## src/rtl/mm_timer_pkg.sv

```systemverilog
package mm_timer_pkg;

    localparam int CTRL_W  = 9;
    localparam int SHIFT_W = 4;

    typedef enum logic [2:0] {
        M_ONCE  = 3'd0,
        M_CONT  = 3'd1,
        M_EVCNT = 3'd2,
        M_PWM   = 3'd3,
        M_CAPT  = 3'd4,
        M_CMPR  = 3'd5,
        M_GATE  = 3'd6,
        M_CAPRL = 3'd7
    } tmr_mode_e;

    // bit 8 ext, bit 7 enable, bit 6 polarity, bits 5:3 divider code, bits 2:0 mode
    typedef struct packed {
        logic      ext;
        logic      en;
        logic      pol;
        logic [2:0] code;
        tmr_mode_e mode;
    } ctrl_t;

    // log2 of the prescale ratio
    function automatic logic [SHIFT_W-1:0] div_shift(input logic ext, input logic [2:0] code);
        logic [SHIFT_W-1:0] s;
        if (!ext) begin
            s = {1'b0, code};
        end else begin
            case (code)
                3'd0:    s = 4'd8;
                3'd2:    s = 4'd9;
                3'd3:    s = 4'd10;
                3'd4:    s = 4'd11;
                default: s = 4'd12;
            endcase
        end
        return s;
    endfunction

endpackage

```

## src/rtl/mm_timer_sync.sv

```systemverilog
module mm_timer_sync #(
    parameter int STAGES = 2
) (
    input  logic clk,
    input  logic rst_n,
    input  logic pin,
    input  logic pol,
    output logic lvl_act,
    output logic edge_act
);

    typedef struct packed {
        logic [STAGES-1:0] sh;
        logic              prev;
    } sync_t;

    sync_t st_d, st_q;

    always_comb begin
        st_d      = st_q;
        lvl_act   = st_q.sh[STAGES-1] ^ pol;
        edge_act  = lvl_act & ~st_q.prev;
        st_d.sh   = {st_q.sh[STAGES-2:0], pin};
        st_d.prev = lvl_act;
    end

    always_ff @(posedge clk or negedge rst_n) begin
        if (!rst_n) st_q <= '0;
        else        st_q <= st_d;
    end

    // an active edge never repeats on the following cycle unless polarity flips
    AST_EDGE_SINGLE: assert property (@(posedge clk) disable iff (!rst_n)
        (edge_act && $stable(pol)) |=> !edge_act);

endmodule

```

## src/rtl/mm_timer_presc.sv

```systemverilog
module mm_timer_presc #(
    parameter int PRE_W   = 12,
    parameter int SHIFT_W = 4
) (
    input  logic               clk,
    input  logic               rst_n,
    input  logic               run,
    input  logic               step,
    input  logic [SHIFT_W-1:0] shift,
    output logic               tick
);

    localparam int LIM_W = PRE_W + 1;

    logic [PRE_W-1:0] acc_d, acc_q;
    logic [LIM_W-1:0] lim;

    always_comb begin
        lim   = (LIM_W'(1) << shift) - LIM_W'(1);
        tick  = run && step && ({1'b0, acc_q} >= lim);
        acc_d = acc_q;
        if (!run)      acc_d = '0;
        else if (tick) acc_d = '0;
        else if (step) acc_d = acc_q + PRE_W'(1);
    end

    always_ff @(posedge clk or negedge rst_n) begin
        if (!rst_n) acc_q <= '0;
        else        acc_q <= acc_d;
    end

    // the accumulator restarts from zero whenever the timer is stopped
    AST_PRE_IDLE: assert property (@(posedge clk) disable iff (!rst_n)
        (!run && $past(!run)) |-> (acc_q == '0));

endmodule

```

## src/rtl/mm_timer.sv

```systemverilog
module mm_timer
    import mm_timer_pkg::*;
#(
    parameter int CNT_W   = 32,
    parameter int ADDR_W  = 5,
    parameter int PRE_W   = 12,
    parameter int SYNC_N  = 2
) (
    input  logic              clk,
    input  logic              rst_n,
    input  logic              reg_wr,
    input  logic [ADDR_W-1:0] reg_addr,
    input  logic [CNT_W-1:0]  reg_wdata,
    output logic [CNT_W-1:0]  reg_rdata,
    input  logic              tmr_in,
    output logic              tmr_out,
    output logic              irq
);

    localparam int IDX_W = ADDR_W - 2;

    typedef struct packed {
        logic [CNT_W-1:0] cnt;
        logic [CNT_W-1:0] cmp;
        logic [CNT_W-1:0] pwm;
        ctrl_t            ctrl;
        logic             pin;
        logic             flag;
    } state_t;

    state_t st_d, st_q;

    logic             lvl_act, edge_act, step, tick, hit, cap;
    logic             wr_cnt, wr_cmp, wr_pwm, wr_clr, wr_ctl, aligned;
    logic [IDX_W-1:0] widx;
    ctrl_t            new_ctl;
    logic             flag_set;

    mm_timer_sync #(.STAGES(SYNC_N)) u_sync (
        .clk      (clk),
        .rst_n    (rst_n),
        .pin      (tmr_in),
        .pol      (st_q.ctrl.pol),
        .lvl_act  (lvl_act),
        .edge_act (edge_act)
    );

    mm_timer_presc #(.PRE_W(PRE_W), .SHIFT_W(SHIFT_W)) u_presc (
        .clk   (clk),
        .rst_n (rst_n),
        .run   (st_q.ctrl.en),
        .step  (step),
        .shift (div_shift(st_q.ctrl.ext, st_q.ctrl.code)),
        .tick  (tick)
    );

    always_comb begin
        aligned = (reg_addr[1:0] == 2'b00);
        widx    = reg_addr[ADDR_W-1:2];
        wr_cnt  = reg_wr && aligned && (widx == IDX_W'(0));
        wr_cmp  = reg_wr && aligned && (widx == IDX_W'(1));
        wr_pwm  = reg_wr && aligned && (widx == IDX_W'(2));
        wr_clr  = reg_wr && aligned && (widx == IDX_W'(3));
        wr_ctl  = reg_wr && aligned && (widx == IDX_W'(4));
        new_ctl = ctrl_t'(reg_wdata[CTRL_W-1:0]);

        case (st_q.ctrl.mode)
            M_EVCNT: step = edge_act;
            M_GATE:  step = lvl_act;
            default: step = 1'b1;
        endcase

        hit = (st_q.cnt == st_q.cmp);
        cap = st_q.ctrl.en && edge_act &&
              ((st_q.ctrl.mode == M_CAPT) || (st_q.ctrl.mode == M_CAPRL));

        st_d = st_q;
        if (tick) begin
            if (hit) begin
                case (st_q.ctrl.mode)
                    M_CMPR: begin st_d.cnt = st_q.cnt + CNT_W'(1); st_d.pin = ~st_q.pin; end
                    M_PWM:  begin st_d.cnt = CNT_W'(1); st_d.pin = 1'b0; end
                    M_ONCE: begin st_d.cnt = CNT_W'(1); st_d.pin = 1'b1; st_d.ctrl.en = 1'b0; end
                    default: begin st_d.cnt = CNT_W'(1); st_d.pin = ~st_q.pin; end
                endcase
            end else begin
                st_d.cnt = st_q.cnt + CNT_W'(1);
                if ((st_q.ctrl.mode == M_PWM) && (st_q.cnt == st_q.pwm)) st_d.pin = 1'b1;
            end
        end
        if (cap) begin
            st_d.pwm = st_q.cnt;
            if (st_q.ctrl.mode == M_CAPRL) st_d.cnt = CNT_W'(1);
        end

        flag_set  = (tick && hit) || cap;
        st_d.flag = flag_set || (st_q.flag && !wr_clr);

        if (wr_cnt) st_d.cnt = reg_wdata;
        if (wr_cmp) st_d.cmp = reg_wdata;
        if (wr_pwm) st_d.pwm = reg_wdata;
        if (wr_ctl) begin
            st_d.ctrl = new_ctl;
            if (new_ctl.en && !st_q.ctrl.en) st_d.pin = 1'b0;
        end

        case (widx)
            IDX_W'(0): reg_rdata = st_q.cnt;
            IDX_W'(1): reg_rdata = st_q.cmp;
            IDX_W'(2): reg_rdata = st_q.pwm;
            IDX_W'(3): reg_rdata = {{(CNT_W-1){1'b0}}, st_q.flag};
            IDX_W'(4): reg_rdata = {{(CNT_W-CTRL_W){1'b0}}, st_q.ctrl};
            default:   reg_rdata = '0;
        endcase
        if (!aligned) reg_rdata = '0;

        tmr_out = st_q.pin ^ st_q.ctrl.pol;
        irq     = st_q.flag;
    end

    always_ff @(posedge clk or negedge rst_n) begin
        if (!rst_n) st_q <= '0;
        else        st_q <= st_d;
    end

    AST_HOLD_DISABLED: assert property (@(posedge clk) disable iff (!rst_n)
        (!st_q.ctrl.en && !wr_cnt) |=> (st_q.cnt == $past(st_q.cnt)));

    AST_RELOAD_ONE: assert property (@(posedge clk) disable iff (!rst_n)
        (tick && hit && (st_q.ctrl.mode != M_CMPR) && !wr_cnt) |=> (st_q.cnt == CNT_W'(1) && irq));

    AST_ONESHOT_STOP: assert property (@(posedge clk) disable iff (!rst_n)
        (tick && hit && (st_q.ctrl.mode == M_ONCE) && !wr_ctl) |=> !st_q.ctrl.en);

    AST_CAPTURE_COPY: assert property (@(posedge clk) disable iff (!rst_n)
        (cap && !wr_pwm) |=> (st_q.pwm == $past(st_q.cnt) && irq));

    AST_FLAG_STICKY: assert property (@(posedge clk) disable iff (!rst_n)
        (irq && !wr_clr) |=> irq);

endmodule

```

## config.mk

```make
export PLATFORM = sky130hd
export DESIGN_NAME = mm_timer
export DESIGN_NICKNAME = d
export VERILOG_FILES = /design/src/rtl/mm_timer_pkg.sv /design/src/rtl/mm_timer_sync.sv /design/src/rtl/mm_timer_presc.sv /design/src/rtl/mm_timer.sv
export SDC_FILE = /design/constraint.sdc
export NUM_CORES = 1
export LEC_CHECK = 0
export BUFFER_PORTS_ARGS = -buffer_cell sky130_fd_sc_hd__buf_2
export CORE_MARGIN = 4
export CORE_UTILIZATION = 46
export CTS_CLUSTER_DIAMETER = 200
export CTS_CLUSTER_SIZE = 24
export DETAILED_ROUTE_END_ITERATION = 10
export GPL_ROUTABILITY_DRIVEN = 0
export GPL_TIMING_DRIVEN = 1
export PLACE_DENSITY_LB_ADDON = 0.12
export SKIP_CTS_REPAIR_TIMING = 1
export SLEW_MARGIN = 10
export SYNTH_ARGS = -nofsm -noshare
export SYNTH_HDL_FRONTEND = slang
export SYNTH_SLANG_ARGS = --single-unit
```

## constraint.sdc

```tcl
create_clock -name clk -period 3.29 [get_ports clk]
set_clock_uncertainty 0.15 [all_clocks]
set_input_delay 0.1645 -clock clk [delete_from_list [all_inputs] [get_ports clk]]
set_output_delay 0.1645 -clock clk [all_outputs]
set_load 0.03 [all_outputs]
```

==> metrics.md, run 1 <==
| Metric | Value |
|---|---|
| Outcome | `finished with violations` |
| Failing checks | `negative setup slack` |
| CP top delay family | `simple AND/OR/NAND/NOR gates` |
| Setup crit start kind | `flop` |
| Clk sinks | `around 120` |
| Critical path depth | `14` |
| Final WL | `24900 µm` |
| EDFF count, synth | `0` |
| Worst hold margin | `between 0.15 and 0.2 ns` |
| Crit Path Class | `flop to flop` |
| Relative slew slack | `about a quarter` |
| Synth Flop Type | `dfrtp_1` |
| Final min period | `~3.3 ns` |
| DRT iter0 DRCs | `~510` |
| Slowest stage cell, crit path | `or4_4` |
| TritonCTS clock tree | `yes` |
| Power Density | `650 nW/µm²` |
| Pleak | `around 4.0 nW` |
| CP cell instances | `nor3_4 > nand2_2 > ha_4 > nor3_2 > a21o_1 > a22oi_1 > ha_1 > nand4_1 > a211oi_2 > a221oi_2 > a21o_4 > or4_4 > or3b_1 > o311ai_1` |
| Pre-CTS WS | `-0.0831 ns` |
| Port Buf Inserts | `74` |
| Vias in the first global route | `6699` |
| Nets | `around 1000` |
| # rows | `between 40 and 50` |
| Max-slew violations | `0` |
| Detailed Routing Iterations Pass 1 | `6` |
| DRC violations left | `0` |
| Avg Synthesized Cell Area | `around 9 µm²` |
| Cell with the most instances after synthesis | `dfrtp_1` |
| Worst Path Arrival | `3.47 ns` |
| Critical Path Max Stage Delay | `roughly 0.51 ns` |
| CTS root buffer | `clkbuf_16` |
| Final setup vio count | `1` |
| Layout cell share with drive strength beyond 1 | `22.1%` |
| Total CTS buffers | `17` |
| Worst Path Max Fanout | `7` |
| Initial antenna violation count | `0` |
| # diodes | `0` |
| Top post-synthesis cells by count | `122 x dfrtp_1, 88 x nand2_1, 88 x nor2_1` |
| Die ar. | `slightly below 20000 µm²` |
| WHS Path Cells | `4` |
| Core area | `16800 µm²` |
| Cell types occupying the most area after synthesis | `dfrtp_1 38%, mux2i_1 6.9%, xnor2_1 5.7%, mux2_2 5.7%, o21ai_0 5.3%` |
| FFs w/ async S/R, synth | `between 90% and 100%` |
| Maximum VDD drop | `0.405 mV` |
| Max Cap Viol | `0` |
| DR vias/cell | `between 5 and 6` |
| Area growth, synth to finish | `21.6%` |
| Depth of the CTS H-tree | `4` |
| # IOs | `between 70 and 80` |
| #FFs+latches synth | `~120` |
| Area leader, netlist | `dfrtp_1` |
| Top-area cell type share of the netlist area | `about two fifths` |
| Netlist Area Pre-Place | `about 7900 µm²` |
| Synth Net Count | `roughly 940` |
| CP required | `3.43 ns` |
| Worst path bufs/invs | `0` |
| Unique masters post-synth | `63` |
| Dpl hpwl | `16900 µm` |
| Die width | `139 µm` |
| Final Util | `between 50% and 60%` |
| Final count of hold timing violations | `0` |
| Worst Hold Class | `input port to flop` |
| First-pass GRT wire length | `37600 µm` |
| Fin crit share | `101%` |
| RSZ-0062 raised after global routing | `yes` |
| Worst r2r path cells | `14` |
| DRT antenna net count | `0` |
| Yosys warns | `0` |
| Synthesized instance count | `approximately 880` |
| Endpoint class of the critical path | `flop` |
| Clock transition at path regs | `roughly 0.06 ns` |
| Worst slew pin tran | `1.11 ns` |
| Total global-route track usage | `between 20% and 30%` |
| Die Height | `around 140 µm` |
| Worst-Skew Late Latency | `roughly 0.42 ns` |
| Routed WL per cell | `just over 20 µm` |
| Via count | `roughly 6900` |
| Setup slack after layout | `-0.0370 ns` |
| Starting Density | `approximately 47%` |
| Fill count | `1518` |
| CTS max path bufs | `2` |
| Sequential cell area fraction in the yosys report | `38.4%` |
| Fmax | `301 MHz` |
| GRT Residual Overflow | `0` |
| Pin count of the biggest net entering global routing | `66` |
[registers in the layout (all words and copies together) (netlist names)]
signal	cells
irq	1
st_q	106
u_sync.st_d	1
u_presc.acc_q	12
u_sync.st_q	2
[power by group]
part           internal [W]  switching, W
logic              0.000804      0.000982
registers           0.00188      0.000562
clock network       0.00131      0.000741
total               0.00400       0.00228
[per-layer routing]
metal / vias up / GRT usage, % / part of all wire, %
li1: 3244 / - / -
met1: 3338 / 33.7 / 45
met2: 235 / 38.4 / 46
met3: 45 / 5.25 / 6.2
met4: 0 / 9.22 / 2.9
met5: - / 0 / 0
[worst paths after layout]
| kind | slack (ns) | to | start |
|---|---|---|---|
| max in group asynchronous | 1.93 | st_q[63] | rst_n |
| worst min register to register | 0.20 | u_sync.st_q[2] | u_sync.st_d[2] |
| worst max register to register | -0.04 | st_q[90] | st_q[7] |
| min in group asynchronous | 0.22 | u_presc.acc_q[5] | rst_n |
| worst min-delay path | 0.17 | irq | reg_wr |
| worst max-delay path | -0.04 | st_q[90] | st_q[7] |
[cell type report]
type	instances	area (µm²)	share of cell area, %
Timing Repair Buffer	139	1020	10.6
Multi-Input combinational cell	670	4620	47.8
Inverter	13	48.8	0.505
Clock inverter	13	191	1.98
Clock buffer	19	453	4.69
Sequential cell	122	3050	31.6
Tap cell	220	275	2.85
[cells by family (layout without fill, tap and decap cells)]
| family | after synthesis | count (layout) | share of synthesized area, % |
|---|---|---|---|
| compound gates | 169 | 169 | 12.9 |
| xor+xnor | 94 | 94 | 10.5 |
| fa+ha+maj | 15 | 15 | 2.36 |
| buf+inv | 90 | 184 | 5.28 |
| flops | 122 | 122 | 38.4 |
| mux | 95 | 95 | 12.6 |
| simple gates | 297 | 297 | 18.0 |
[layout by cell type (no fill, tap or decap), drive strengths merged, types with 2 or more instances in the layout]
cell type | Yosys | layout
or3 | 2 | 2
dlygate4sd3 | 0 | 34
a211oi | 5 | 5
mux2i | 55 | 55
buf | 32 | 104
nor2 | 88 | 88
inv | 13 | 14
nor3b | 2 | 2
mux2 | 40 | 40
dfrtp | 122 | 122
nand4 | 25 | 25
ha | 15 | 15
a221oi | 9 | 9
clkbuf | 45 | 20
and3 | 16 | 16
and2 | 8 | 8
clkinv | 0 | 2
nand2b | 5 | 5
bufinv | 0 | 4
and4 | 3 | 3
o41ai | 3 | 3
nand3 | 24 | 24
nor3 | 10 | 10
a22oi | 11 | 11
a21oi | 28 | 28
a31oi | 2 | 2
xor2 | 42 | 42
nor4 | 13 | 13
o31ai | 3 | 3
or4 | 2 | 2
nand2 | 88 | 88
clkinvlp | 0 | 6
o21ai | 92 | 92
a21o | 6 | 6
nor2b | 7 | 7
xnor2 | 52 | 52
[worst reg2reg max path, stage by stage, from the launching register on]
cell,delay [ns]
dfrtp_1,0.40
nor3_4,0.26
nand2_2,0.12
ha_4,0.20
nor3_2,0.12
a21o_1,0.10
a22oi_1,0.06
ha_1,0.31
nand4_1,0.09
a211oi_2,0.22
a221oi_2,0.11
a21o_4,0.26
or4_4,0.52
or3b_1,0.18
o311ai_1,0.09
[metrics by stage]
| stage | total power (W) | instances | TNS (ns) | area [µm²] |
|---|---|---|---|---|
| 2_1_floorplan | 0.00356 | 882 | -0.0325 | 7990 |
| 3_3_place_gp | 0.00409 | 1123 | 0 | 8450 |
| 3_5_place_dp | 0.00413 | 1123 | -0.128 | 8450 |
| 4_1_cts | 0.00620 | 1155 | -0.399 | 9100 |
| 5_1_grt | 0.00656 | 1196 | -2.18 | 9660 |
| 6_report | 0.00628 | 1196 | -0.0370 | 9660 |
No activity file was read; power rests on OpenSTA's default activity.
==> run 2, diff against run 1 <==
- PLACE_DENSITY: not set -> 0.69
- PLACE_DENSITY_LB_ADDON: 0.12 -> not set
==> metrics.md, run 2 (synthesized netlist as in run 1, its figures left out) <==
| Metric | Value |
|---|---|
| Die width | `139 µm (unchanged)` |
| Slowest stage cell, crit path | `or4_4 (unchanged)` |
| CP top delay family | `simple AND/OR/NAND/NOR gates (unchanged)` |
| Worst path bufs/invs | `0 (unchanged)` |
| DRT iter0 DRCs | `782 (was 505)` |
| Fmax | `309 MHz (was 301 MHz)` |
| Worst slew pin tran | `1.00 ns (was 1.11 ns)` |
| Max-slew violations | `0 (unchanged)` |
| Largest register FFs | `106 (unchanged)` |
| # IOs | `75 (unchanged)` |
| Worst r2r path cells | `14 (unchanged)` |
| Most frequent CP cell | `a21o_1` |
| # rows | `47 (unchanged)` |
| Worst Path Arrival | `3.39 ns (was 3.47 ns)` |
| Die ar. | `19400 µm² (unchanged)` |
| Largest regs | `st_q x106, u_presc.acc_q x12, u_sync.st_q x2 (unchanged)` |
| Detailed Routing Iterations Pass 1 | `5 (was 6)` |
| Pleak | `3.98 nW (was 4.05 nW)` |
| Max Cap Viol | `0 (unchanged)` |
| Largest reg by FF count | `st_q (unchanged)` |
| Commonest non-fill, non-tap cell in the layout | `dfrtp_1 (unchanged)` |
| Maximum VDD drop | `0.403 mV (was 0.405 mV)` |
| Initial antenna violation count | `0 (unchanged)` |
| Worst Hold Class | `input port to flop (unchanged)` |
| DRC violations left | `0 (unchanged)` |
| Nets | `1018 (was 1019)` |
| Dpl hpwl | `16300 µm (was 16900 µm)` |
| Area growth, synth to finish | `19.8% (was 21.6%)` |
| Critical path depth | `14 (unchanged)` |
| GRT Residual Overflow | `0 (unchanged)` |
| Worst-Skew Late Latency | `0.42 ns (about the same)` |
| TritonCTS clock tree | `yes (unchanged)` |
| Most frequent cells in the layout | `122 x dfrtp_1, 86 x nand2_1, 85 x nor2_1 (was 122 x dfrtp_1, 85 x nor2_1, 85 x nand2_1)` |
| Setup crit start kind | `flop (unchanged)` |
| Layout cell share with drive strength beyond 1 | `21.6% (was 22.1%)` |
| Final min period | `3.24 ns (was 3.33 ns)` |
| Clk sinks | `122 (unchanged)` |
| DRT antenna net count | `0 (unchanged)` |
| Post-route cell area | `9520 µm² (was 9660 µm²)` |
| WHS Path Cells | `4 (unchanged)` |
| Clock transition at path regs | `0.06 ns (about the same)` |
| Crit Path Class | `flop to flop (unchanged)` |
| Critical Path Max Stage Delay | `0.52 ns (was 0.51 ns)` |
| Pre-CTS WS | `-0.0318 ns (was -0.0831 ns)` |
| Port Buf Inserts | `74 (unchanged)` |
| Via count | `6910 (was 6862)` |
| Outcome | `finished clean (was finished with violations)` |
| Core area | `16800 µm² (unchanged)` |
| RSZ-0062 raised after global routing | `yes (unchanged)` |
| Total CTS buffers | `17 (unchanged)` |
| Final WL | `23200 µm (was 24900 µm)` |
| Final setup vio count | `0 (was 1)` |
| DP Area | `8510 µm² (was 8450 µm²)` |
| Depth of the CTS H-tree | `4 (unchanged)` |
| CTS root buffer | `clkbuf_16 (unchanged)` |
| Total global-route track usage | `23.6% (was 24.6%)` |
| Pin count of the biggest net entering global routing | `66 (unchanged)` |
| Endpoint class of the critical path | `flop (unchanged)` |
| Final Non-Filler Cells | `1195 (was 1196)` |
| Worst Path Max Fanout | `7 (unchanged)` |
| # diodes | `0 (unchanged)` |
| Post-Place Cells | `1129 (was 1123)` |
| CP cell instances | `nor3_4 > nand2_2 > ha_4 > nor3_2 > a21o_1 > a22oi_1 > ha_1 > nand4_1 > a211oi_2 > a221oi_2 > a21o_1 > or4_4 > or3b_1 > o311ai_1 (was nor3_4 > nand2_2 > ha_4 > nor3_2 > a21o_1 > a22oi_1 > ha_1 > nand4_1 > a211oi_2 > a221oi_2 > a21o_4 > or4_4 > or3b_1 > o311ai_1)` |
| DR vias/cell | `5.78 (was 5.74)` |
| First-pass GRT wire length | `36600 µm (was 37600 µm)` |
| Fin crit share | `98.5% (was 101%)` |
| Power Density | `639 nW/µm² (was 650 nW/µm²)` |
| FF-to-FF setup slack | `0.05 ns (was -0.04 ns)` |
| CP required | `3.44 ns (was 3.43 ns)` |
| Vias in the first global route | `6588 (was 6699)` |
| Routed WL per cell | `19.4 µm (was 20.8 µm)` |
| Die Height | `139 µm (unchanged)` |
| CTS max path bufs | `2 (unchanged)` |
| Relative slew slack | `33.3% (was 25.8%)` |
| Starting Density | `47.4% (unchanged)` |
| Final count of hold timing violations | `0 (unchanged)` |
| Setup slack after layout | `0.0489 ns (was -0.0370 ns)` |
run 2: per-layer routing:
metal | track usage (%) | wire (µm) | vias up
li1 | - | - | 3244
met1 | 34.6 | 10600 | 3335
met2 | 35.1 | 10400 | 282
met3 | 4.32 | 1710 | 49
met4 | 8.29 | 561 | 0
met5 | 0 | 0 | -
run 2: area by class of cell:
type	instances	area, µm²
clock buffer	20	447
multi-input combinational	670	4590
sequential	122	3050
clock inverter	12	149
timing repair buffer	138	951
fill	1542	7240
tap	220	275
inverter	13	48.8
run 2: stage by stage:
| step | power, W | TNS, ns | utilization (%) | hold slack (ns) |
|---|---|---|---|---|
| global placement | 0.00407 | 0 | 50.8 | 0.135 |
| detailed placement | 0.00410 | -0.0402 | 50.8 | 0.133 |
| global route | 0.00638 | -1.18 | 56.8 | 0.170 |
| finish | 0.00608 | 0 | 56.8 | 0.136 |
| CTS | 0.00601 | -0.161 | 54.3 | -0.301 |
| floorplan | 0.00356 | -0.0325 | - | -0.281 |
run 2: worst paths after layout:
| check | start | endpoint |
|---|---|---|
| min in group asynchronous | rst_n | st_q[41] |
| setup / recovery | st_q[7] | st_q[90] |
| max in group asynchronous | rst_n | st_q[16] |
| hold reg to reg | u_sync.st_d[2] | u_sync.st_q[2] |
| setup reg to reg | st_q[7] | st_q[90] |
| hold / removal | reg_wr | irq |
run 2: worst register-to-register path: cells and delay by family (launching register included):
kind | cells | cell delay [ns]
compound gates | 6 | 0.84
flops | 1 | 0.40
fa+ha+maj | 2 | 0.51
simple gates | 6 | 1.22
run 2: power by group:
part | switching [W] | internal (W) | total [W]
Combinational | 0.000966 | 0.000794 | 0.00176
Sequential | 0.000539 | 0.00188 | 0.00242
Clock | 0.000694 | 0.00120 | 0.00190
Total | 0.00220 | 0.00388 | 0.00608
==> run 3, diff against run 2 <==
--- a/constraint.sdc
+++ b/constraint.sdc
@@ -3,3 +3,3 @@
 set_input_delay 0.1645 -clock clk [delete_from_list [all_inputs] [get_ports clk]]
 set_output_delay 0.1645 -clock clk [all_outputs]
-set_load 0.03 [all_outputs]
+set_load 0.02 [all_outputs]
==> metrics.md, run 3 (synthesized netlist as in run 1, its figures left out) <==
| Metric | Value |
|---|---|
| Nets | `1018 (unchanged)` |
| # diodes | `0 (unchanged)` |
| Slowest stage cell, crit path | `or4_4 (unchanged)` |
| Detailed Routing Iterations Pass 1 | `5 (unchanged)` |
| Worst Path Arrival | `3.38 ns (was 3.39 ns)` |
| Pleak | `4.03 nW (was 3.98 nW)` |
| Worst Path Max Fanout | `7 (unchanged)` |
| Setup slack after layout | `0.0517 ns (was 0.0489 ns)` |
| Endpoint class of the critical path | `flop (unchanged)` |
| Final setup vio count | `0 (unchanged)` |
| Final WL | `23400 µm (was 23200 µm)` |
| M1 WL | `10700 µm (was 10600 µm)` |
| CP top delay family | `simple AND/OR/NAND/NOR gates (unchanged)` |
| Setup_tns | `0 ns (unchanged)` |
| # rows | `47 (unchanged)` |
| Maximum VDD drop | `0.432 mV (was 0.403 mV)` |
| Max-slew violations | `0 (unchanged)` |
| Most frequent CP cell | `a21o_1 (unchanged)` |
| Vias in the first global route | `6541 (was 6588)` |
| Fin crit share | `98.4% (was 98.5%)` |
| Worst Hold Class | `input port to flop (unchanged)` |
| Most frequent cells in the layout | `122 x dfrtp_1, 86 x nand2_1, 85 x nor2_1 (unchanged)` |
| Pin count of the biggest net entering global routing | `66 (unchanged)` |
| Relative slew slack | `36.3% (was 33.3%)` |
| Worst-Skew Late Latency | `0.43 ns (was 0.42 ns)` |
| Critical path depth | `14 (unchanged)` |
| Final min period | `3.24 ns (about the same)` |
| Fill count | `1461 (was 1542)` |
| FF-to-FF setup slack | `0.05 ns (about the same)` |
| Final count of hold timing violations | `0 (unchanged)` |
| Reg2reg start | `st_q[7] (unchanged)` |
| Worst path bufs/invs | `0 (unchanged)` |
| Crit Reg-Reg Endpoint | `st_q[90] (unchanged)` |
| Clock transition at path regs | `0.06 ns (about the same)` |
| Die Height | `139 µm (unchanged)` |
| Via count | `6838 (was 6910)` |
| Routed WL per cell | `19.6 µm (was 19.4 µm)` |
| TritonCTS clock tree | `yes (unchanged)` |
| DP Area | `8510 µm² (unchanged)` |
| Commonest non-fill, non-tap cell in the layout | `dfrtp_1 (unchanged)` |
| Max Cap Viol | `0 (unchanged)` |
| Port Buf Inserts | `74 (unchanged)` |
| Initial antenna violation count | `0 (unchanged)` |
| Die width | `139 µm (unchanged)` |
| WL met3 | `1680 µm (was 1710 µm)` |
| Critical Path Max Stage Delay | `0.52 ns (about the same)` |
| Core area | `16800 µm² (unchanged)` |
| Post-route cell area | `9560 µm² (was 9520 µm²)` |
| Max layer used | `met4 (unchanged)` |
| Die ar. | `19400 µm² (unchanged)` |
| RSZ-0062 raised after global routing | `yes (unchanged)` |
| Setup crit start kind | `flop (unchanged)` |
| First-pass GRT wire length | `36700 µm (was 36600 µm)` |
| Depth of the CTS H-tree | `4 (unchanged)` |
| Layout cell share with drive strength beyond 1 | `21.4% (was 21.6%)` |
| Crit Path Class | `flop to flop (unchanged)` |
| DRT iter0 DRCs | `736 (was 782)` |
| Power Density | `646 nW/µm² (was 639 nW/µm²)` |
| # IOs | `75 (unchanged)` |
| Met2 WL post-DR | `10600 µm (was 10400 µm)` |
| DR vias/cell | `5.72 (was 5.78)` |
| Largest regs | `st_q x106, u_presc.acc_q x12, u_sync.st_q x2 (unchanged)` |
| Largest reg by FF count | `st_q (unchanged)` |
| Worst slew pin tran | `0.956 ns (was 1.00 ns)` |
| Outcome | `finished clean (unchanged)` |
| Hold_sp | `reg_wr (unchanged)` |
| Largest register FFs | `106 (unchanged)` |
| CP cell instances | `nor3_4 > nand2_2 > ha_4 > nor3_2 > a21o_1 > a22oi_1 > ha_1 > nand4_1 > a211oi_2 > a221oi_2 > a21o_1 > or4_4 > or3b_1 > o311ai_1 (unchanged)` |
| Area growth, synth to finish | `20.3% (was 19.8%)` |
| Fmax | `309 MHz (about the same)` |
| Clk sinks | `122 (unchanged)` |
| Dpl hpwl | `16500 µm (was 16300 µm)` |
| CP required | `3.43 ns (was 3.44 ns)` |
| CTS root buffer | `clkbuf_16 (unchanged)` |
| Total global-route track usage | `23.9% (was 23.6%)` |
| Hold Path End | `irq (unchanged)` |
| WHS Path Cells | `4 (unchanged)` |
| Starting Density | `47.4% (unchanged)` |
| GRT Residual Overflow | `0 (unchanged)` |
| Worst r2r path cells | `14 (unchanged)` |
| Total CTS buffers | `17 (unchanged)` |
| Pre-CTS WS | `-0.0495 ns (was -0.0318 ns)` |
| DRT antenna net count | `0 (unchanged)` |
| CTS max path bufs | `2 (unchanged)` |
| DRC violations left | `0 (unchanged)` |
run 3: worst max path at each step:
stage	slack, ns	start	to
floorplan	-0.03	st_q[10]	st_q[90]
global placement	0.05	st_q[10]	st_q[95]
detailed placement	-0.05	st_q[10]	st_q[95]
CTS	-0.13	st_q[10]	st_q[95]
global route	-0.16	st_q[7]	st_q[90]
finish	0.05	st_q[7]	st_q[90]
run 3: metal layers:
layer	track usage [%]	vias up
met5	0	-
met4	8.14	0
met3	5.87	36
met2	35.7	265
met1	33.9	3298
li1	-	3239
run 3: final cells by class:
type	instances	area, µm²	area share [%]
Inverter	13	48.8	0.511
Sequential cell	122	3050	31.9
Clock inverter	11	169	1.77
Tap cell	220	275	2.88
Multi-Input combinational cell	670	4590	48.1
Timing Repair Buffer	138	955	9.99
Clock buffer	21	460	4.82
run 3: power breakdown:
group	switching [W]	leakage (nW)	total, W	internal (W)
Clock	0.000706	0.295	0.00201	0.00130
Combinational	0.000948	2.19	0.00174	0.000791
Sequential	0.000542	1.54	0.00242	0.00188
run 3: through the flow:
step	power (W)	hold slack (ns)	utilization, %	std cells
after CTS	0.00610	-0.306	54.5	1161
after detailed placement	0.00408	0.134	50.8	1129
after global routing	0.00648	0.192	57.0	1195
after global placement	0.00405	0.135	50.8	1129
after floorplan	0.00354	-0.281	-	882
final	0.00617	0.161	57.0	1195
run 3: tightest hold or removal path: cells and delay by family:
family,cells,cell delay [ns]
AOI/OAI and AO/OA,1,0.14
buffers and inverters,1,0.11
and+or+nand+nor,2,0.28
